`src/rtl/xc_pkg.sv`:
```
package xc_pkg;
   parameter int ADDR_W      = 32;
   parameter int SMALL_SHIFT = 12;
   parameter int BIG_SHIFT   = 22;
   localparam int VPN_W      = ADDR_W - SMALL_SHIFT;
   localparam int BIG_CMP_W  = ADDR_W - BIG_SHIFT;
   localparam int PFN_W      = VPN_W;

   typedef struct packed {
      logic             valid;
      logic             big;
      logic             glob;
      logic [VPN_W-1:0] vpn;
      logic [PFN_W-1:0] pfn;
      logic             rw;
      logic             us;
      logic             dirty;
   } xc_ent_t;
endpackage

```
`src/rtl/xc_match.sv`:
```
module xc_match
   import xc_pkg::*;
#(
   parameter int ENTRIES = 16
) (
   input  xc_ent_t [ENTRIES-1:0] ents,
   input  logic [ADDR_W-1:0]     addr,
   output logic [ENTRIES-1:0]    hits
);
   logic [VPN_W-1:0] vpn;
   assign vpn = addr[ADDR_W-1:SMALL_SHIFT];

   for (genvar i = 0; i < ENTRIES; i++) begin : g_cmp
      logic big_eq, small_eq;
      assign big_eq   = ents[i].vpn[VPN_W-1 -: BIG_CMP_W] == vpn[VPN_W-1 -: BIG_CMP_W];
      assign small_eq = ents[i].vpn == vpn;
      assign hits[i]  = ents[i].valid && (ents[i].big ? big_eq : small_eq);
   end
endmodule

```
`src/rtl/xc_victim.sv`:
```
module xc_victim #(
   parameter int ENTRIES = 16,
   localparam int IDX_W  = $clog2(ENTRIES)
) (
   input  logic               clk,
   input  logic               rst_n,
   input  logic               fill_en,
   input  logic [ENTRIES-1:0] valid_vec,
   input  logic [ENTRIES-1:0] cover_vec,
   output logic [ENTRIES-1:0] sel
);
   logic [IDX_W-1:0]   ptr_q;
   logic [ENTRIES-1:0] first_cover, first_free, ptr_hot;
   logic               any_cover, any_free;

   always_comb begin
      first_cover = '0;
      first_free  = '0;
      for (int i = ENTRIES - 1; i >= 0; i--) begin
         if (cover_vec[i]) first_cover = ENTRIES'(1) << i;
         if (!valid_vec[i]) first_free = ENTRIES'(1) << i;
      end
   end

   assign any_cover = |cover_vec;
   assign any_free  = ~&valid_vec;
   assign ptr_hot   = ENTRIES'(1) << ptr_q;

   always_comb begin
      if (!fill_en)       sel = '0;
      else if (any_cover) sel = first_cover;
      else if (any_free)  sel = first_free;
      else                sel = ptr_hot;
   end

   always_ff @(posedge clk) begin
      if (!rst_n)                                  ptr_q <= '0;
      else if (fill_en && !any_cover && !any_free) ptr_q <= ptr_q + 1'b1;
   end

   // one slot per fill, never a valid one while a free slot exists
   a_r7_sel_onehot: assert property (@(posedge clk) disable iff (!rst_n)
      fill_en |-> $onehot(sel));
   a_r7_prefers_free: assert property (@(posedge clk) disable iff (!rst_n)
      (fill_en && !any_cover && any_free) |-> ((sel & valid_vec) == '0));
endmodule

```
`src/rtl/xlat_cache.sv`:
```
module xlat_cache
   import xc_pkg::*;
#(
   parameter int ENTRIES = 16
) (
   input  logic              clk,
   input  logic              rst_n,
   input  logic [31:0]       lk_vaddr,
   input  logic              lk_write,
   output logic              lk_hit,
   output logic [31:0]       lk_paddr,
   output logic              lk_rw,
   output logic              lk_us,
   input  logic              fl_valid,
   input  logic [31:0]       fl_vaddr,
   input  logic [19:0]       fl_pfn,
   input  logic              fl_big,
   input  logic              fl_global,
   input  logic              fl_rw,
   input  logic              fl_us,
   input  logic              fl_dirty,
   input  logic              base_wr,
   input  logic              inv_valid,
   input  logic [31:0]       inv_vaddr
);
   if (ENTRIES < 2 || (ENTRIES & (ENTRIES - 1)) != 0) begin : g_bad_entries
      $error("xlat_cache: ENTRIES must be a power of two of at least 2");
   end
   if (ADDR_W != 32 || BIG_SHIFT <= SMALL_SHIFT) begin : g_bad_geom
      $error("xlat_cache: unsupported address geometry");
   end

   xc_ent_t [ENTRIES-1:0] ent_q;
   logic [ENTRIES-1:0]    valid_vec, glob_vec, lk_match, inv_match, fl_match, fl_sel;
   xc_ent_t               hit_ent, new_ent;
   logic                  any_match;

   for (genvar i = 0; i < ENTRIES; i++) begin : g_vec
      assign valid_vec[i] = ent_q[i].valid;
      assign glob_vec[i]  = ent_q[i].glob;
   end

   xc_match #(.ENTRIES(ENTRIES)) u_lk_match  (.ents(ent_q), .addr(lk_vaddr),  .hits(lk_match));
   xc_match #(.ENTRIES(ENTRIES)) u_inv_match (.ents(ent_q), .addr(inv_vaddr), .hits(inv_match));
   xc_match #(.ENTRIES(ENTRIES)) u_fl_match  (.ents(ent_q), .addr(fl_vaddr),  .hits(fl_match));

   xc_victim #(.ENTRIES(ENTRIES)) u_victim (
      .clk       (clk),
      .rst_n     (rst_n),
      .fill_en   (fl_valid),
      .valid_vec (valid_vec),
      .cover_vec (fl_match),
      .sel       (fl_sel)
   );

   always_comb begin
      hit_ent   = '0;
      any_match = 1'b0;
      for (int i = ENTRIES - 1; i >= 0; i--) begin
         if (lk_match[i]) begin
            hit_ent   = ent_q[i];
            any_match = 1'b1;
         end
      end
   end

   assign lk_hit   = any_match && !(lk_write && !hit_ent.dirty);
   assign lk_rw    = hit_ent.rw;
   assign lk_us    = hit_ent.us;
   assign lk_paddr = hit_ent.big
                   ? {hit_ent.pfn[PFN_W-1 -: BIG_CMP_W], lk_vaddr[BIG_SHIFT-1:0]}
                   : {hit_ent.pfn, lk_vaddr[SMALL_SHIFT-1:0]};

   always_comb begin
      new_ent       = '0;
      new_ent.valid = 1'b1;
      new_ent.big   = fl_big;
      new_ent.glob  = fl_global;
      new_ent.vpn   = fl_vaddr[ADDR_W-1:SMALL_SHIFT];
      new_ent.pfn   = fl_pfn;
      new_ent.rw    = fl_rw;
      new_ent.us    = fl_us;
      new_ent.dirty = fl_dirty;
   end

   for (genvar i = 0; i < ENTRIES; i++) begin : g_slot
      always_ff @(posedge clk) begin
         if (!rst_n)
            ent_q[i] <= '0;
         else if (fl_sel[i])
            ent_q[i] <= new_ent;
         else if ((base_wr && !ent_q[i].glob) || (inv_valid && inv_match[i]))
            ent_q[i].valid <= 1'b0;
      end
   end

   // a lookup address is covered by at most one entry
   a_r8_single_match: assert property (@(posedge clk) disable iff (!rst_n)
      $onehot0(lk_match));
   // after a base write without fill, only global entries remain valid
   a_r5_flush_spares_global: assert property (@(posedge clk) disable iff (!rst_n)
      (base_wr && !fl_valid) |=> ((valid_vec & ~glob_vec) == '0));
   // entries covering the invalidated address are gone
   a_r6_inv_clears: assert property (@(posedge clk) disable iff (!rst_n)
      (inv_valid && !fl_valid) |=> (($past(inv_match) & valid_vec) == '0));
   // a hit needs some valid entry
   a_r2_hit_needs_valid: assert property (@(posedge clk) disable iff (!rst_n)
      lk_hit |-> (valid_vec != '0));
endmodule

```
`config.mk`:
```
export PLATFORM = sky130hd
export DESIGN_NAME = xlat_cache
export DESIGN_NICKNAME = d
export VERILOG_FILES = /design/src/rtl/xc_pkg.sv /design/src/rtl/xc_match.sv /design/src/rtl/xc_victim.sv /design/src/rtl/xlat_cache.sv
export SDC_FILE = /design/constraint.sdc
export NUM_CORES = 2
export LEC_CHECK = 0
export ABC_CLOCK_PERIOD_IN_PS = 4300
export BUFFER_PORTS_ARGS = -buffer_cell sky130_fd_sc_hd__buf_2
export CAP_MARGIN = 20
export CORE_ASPECT_RATIO = 2
export CORE_MARGIN = 2
export CORE_UTILIZATION = 50
export CTS_CLUSTER_DIAMETER = 50
export DETAILED_ROUTE_END_ITERATION = 6
export GPL_TIMING_DRIVEN = 0
export PLACE_DENSITY = 0.73
export SLEW_MARGIN = 20
export SYNTH_ARGS = -nofsm -noshare
export SYNTH_HDL_FRONTEND = slang
export SYNTH_SLANG_ARGS = --single-unit
```
`constraint.sdc`:
```
create_clock -name clk -period 4.3 [get_ports clk]
set_clock_uncertainty 0.15 [all_clocks]
set_input_delay 0.86 -clock clk [delete_from_list [all_inputs] [get_ports clk]]
set_output_delay 0.86 -clock clk [all_outputs]
set_load 0.05 [all_outputs]
```
==> impl_metrics.py <==
metrics = {
    "final_layout": {
        "fillers": 7213,
        "layout_common_cells": "678 x mux2i_1, 660 x dfxtp_1, 596 x xnor2_1",
        "drive_above_1_share": 0.206,
        "areaGrowthSynthToFinish_pct": 22.5,
        "layout_commonest_cell": "mux2i_1",
        "final_cells": 6369,
        "final_nets": 5271,
    },
    "setup_path": {
        "worst-r2r-setup-slack_ns": 0.07,
        "critPathMaxStageDelay_ns": 0.67,
        "crit_chain": "xor2_1 > nor4_4 > a41oi_4 > nor2_4 > buf_2 > nor4_1 > o2bb2ai_4 > a221oi_4 > o221ai_2 > a21oi_2 > o21ai_4 > buf_6",
        "setup.worst_path.start_class": "flop",
        "critical_path.top_delay_family": "compound AO/OA/AOI/OAI gates",
        "cp.required_ns": 3.29,
        "cp.arrival_ns": 3.93,
        "cpMaxStageDelayCell": "nor4_1",
        "worstSetupPathType": "flop to primary output",
        "crit_buf_inv": 2,
        "end_kind": "primary output",
        "cp_max_fo": 4,
    },
    "placement": {
        "numPortBuffers": 63,
        "gp_congestion": 1.05,
        "place_hpwl_mm": 129,
        "post-place-cells": 6047,
    },
    "synth": {
        "synth_seq_cells": 740,
        "avgSynthCellArea_um2": 9.16,
        "yosys_warnings": 0,
        "synth_flop_cell": "dfxtp_1",
        "syn_nets": 4944,
        "ys_types": 86,
        "synthCells": 4811,
        "synth_area_um2": 44100,
        "yosysSeqAreaShare": 0.336,
        "synth_edf_count": 0,
        "async_flop_share": 0,
    },
    "routing": {
        "viasPerCell": 6.21,
        "drc_errors": 1,
        "wl_mm": 185,
        "drtAntennaViolNets": 0,
        "dr_total_vias": 39500,
        "wl_per_cell_um": 29.0,
        "first_pass_iters": 7,
        "drt_iter0_markers": 4856,
    },
    "clock_network": {
        "clock_latency_ns": 0.70,
        "cts_buffers": 75,
        "clockBufferDepth": 3,
        "hold_buffers": 0,
        "cts.sinks": 740,
        "cts.clk_slew.worst_paths_ns": 0.06,
        "root_buffer": "clkbuf_16",
        "cts.htree.levels": 3,
        "tritoncts": "yes",
    },
    "global_route": {
        "grt_pass1_wl_mm": 260,
        "grt_usage": 0.394,
        "gr-total-overflow": 0,
        "grt_max_degree": 17,
        "grt_pass1_vias": 38800,
        "antenna_found_initial": 2,
    },
    "power": {
        "power_density_nw_per_um2": 293,
        "power.leakage_nw": 21.4,
        "worst_ir_drop_vdd_mv": 0.382,
        "total_power_w": 0.0158,
    },
    "floorplan": {
        "initial_core_util": 0.503,
        "dieArea_um2": 90600,
        "io_pins": 162,
        "die_height_um": 424,
        "coreArea_um2": 87700,
        "rows": 154,
        "die_w_um": 214,
    },
    "outcome": {
        "status": "finished with violations",
        "violations": "DRC, setup timing",
    },
    "sta": {
        "setup_ws_ns": -0.635,
        "fin_crit_sh": 1.15,
        "setup-violations-final": 23,
        "hold_ws_ns": 0.301,
        "fmax_mhz": 203,
        "rsz0062_at_grt": "true",
        "min_period_ns": 4.94,
        "hold_viol_final": 0,
        "relSlewSlack": 0.163,
        "maxSlewViolCount": 0,
        "worstMarginPinSlew_ns": 1.26,
    },
    "min_path": {
        "min_path_type": "input pin to flop",
    },
    "run": {
        "maxCapViolCount": 0,
    },
}
-- power breakdown --
| part | internal, W | switching [W] | leakage, nW |
|---|---|---|---|
| Clock | 0.00389 | 0.00312 | 1.24 |
| Sequential | 0.00690 | 0.0000573 | 6.01 |
| Combinational | 0.000682 | 0.00119 | 14.1 |
-- timing repair --
action,4_1_cts,5_1_grt
buffers inserted,105,73
cloned,9,5
endpoints found under the setup margin,62,42
gates resized for setup,555,213
pin swaps,128,89
-- tightest hold or removal path: stages --
cell and delay (ns):
buf_2 0.09, mux2i_1 0.06, nor2b_1 0.09
-- cells in the mapped netlist, drive strengths merged (5+ instances only) --
cell type  count  area (µm²)
a21boi        11        82.6
nor3b          5        53.8
nor4         115         763
a31oi          6        37.5
a21o           8        60.1
o211ai         9        67.6
nor3          56         280
o21ai        144         724
xnor2        607        5320
buf          209        1830
nor2         108         420
nand2b         7        43.8
and3          13        81.3
o221ai        37         324
nor2b        410        2560
clkbuf       220         826
a41o           5        50.1
a221oi        34         304
a221o          9        90.1
inv           33         124
mux2i        684        6850
a32oi          5        43.8
a311oi        11        96.3
nand3        106         536
or2            5        31.3
a22oi         10        75.1
nand2        479        1810
a21oi         65         325
and2          12        75.1
xor2         355        3110
a41oi         31         302
dfxtp        740       14800
a2111oi       16         141
o22ai          5        43.8
ha             6        75.1
nand4        137         857
or3           17         106
o21a          19         143
o2bb2ai       13         114
a211oi        13         103
-- flip-flops by register name, summed over array words and instances, names as in the netlist --
name            count
ent_q             736
u_victim.ptr_q      4
-- per-stage QoR --
stage                      util  setup WS [ns]  TNS, ns  cell area (µm²)
after floorplan               -         -0.152   -0.227            44500
after global placement    0.528          -2.03  -276.89            46300
after detailed placement  0.529          -1.79  -301.41            46400
after CTS                 0.595         -0.442    -8.08            52200
after global routing      0.616         -0.669   -11.07            54000
final                     0.616         -0.635   -10.35            54000
-- final cells by class --
| type | count | area [µm²] | area share |
|---|---|---|---|
| timing repair buffer | 258 | 2510 | 0.0466 |
| antenna | 2 | 5.00 | 0.0000927 |
| sequential | 740 | 14900 | 0.277 |
| buffer | 421 | 3440 | 0.0637 |
| clock buffer | 102 | 2140 | 0.0397 |
| multi-input combinational | 3609 | 29000 | 0.537 |
| clock inverter | 34 | 384 | 0.00712 |
| inverter | 33 | 124 | 0.00229 |
| tap | 1170 | 1460 | 0.0271 |
-- cell families (layout without fill, tap and decap cells) --
| logic type | after synthesis | after routing | share of synthesized area |
|---|---|---|---|
| xor gates and xnor gates | 962 | 962 | 0.191 |
| adders and majority gates | 6 | 6 | 0.00170 |
| and+or+nand+nor | 1481 | 1481 | 0.176 |
| other | 0 | 2 | 0 |
| AOI/OAI and AO/OA | 476 | 476 | 0.0765 |
| buffers and inverters | 462 | 848 | 0.0631 |
| DFF | 740 | 740 | 0.336 |
| muxes | 684 | 684 | 0.155 |
-- final timing paths --
check,start,endpoint,depth (start not counted)
hold / removal,fl_big,ent_q[734],3
hold reg to reg,ent_q[114],ent_q[114],2
setup / recovery,ent_q[576],lk_paddr[16],12
setup reg to reg,ent_q[485],ent_q[82],13
-- metal layers --
metal | GRT usage | routed length, µm | vias up
met5 | 0 | 7 | -
met4 | 0.314 | 17600 | 2
met3 | 0.0887 | 17800 | 815
met2 | 0.600 | 80900 | 2556
met1 | 0.474 | 68400 | 19100
li1 | - | - | 17100
Note: power is estimated with default switching activity, not from simulation.
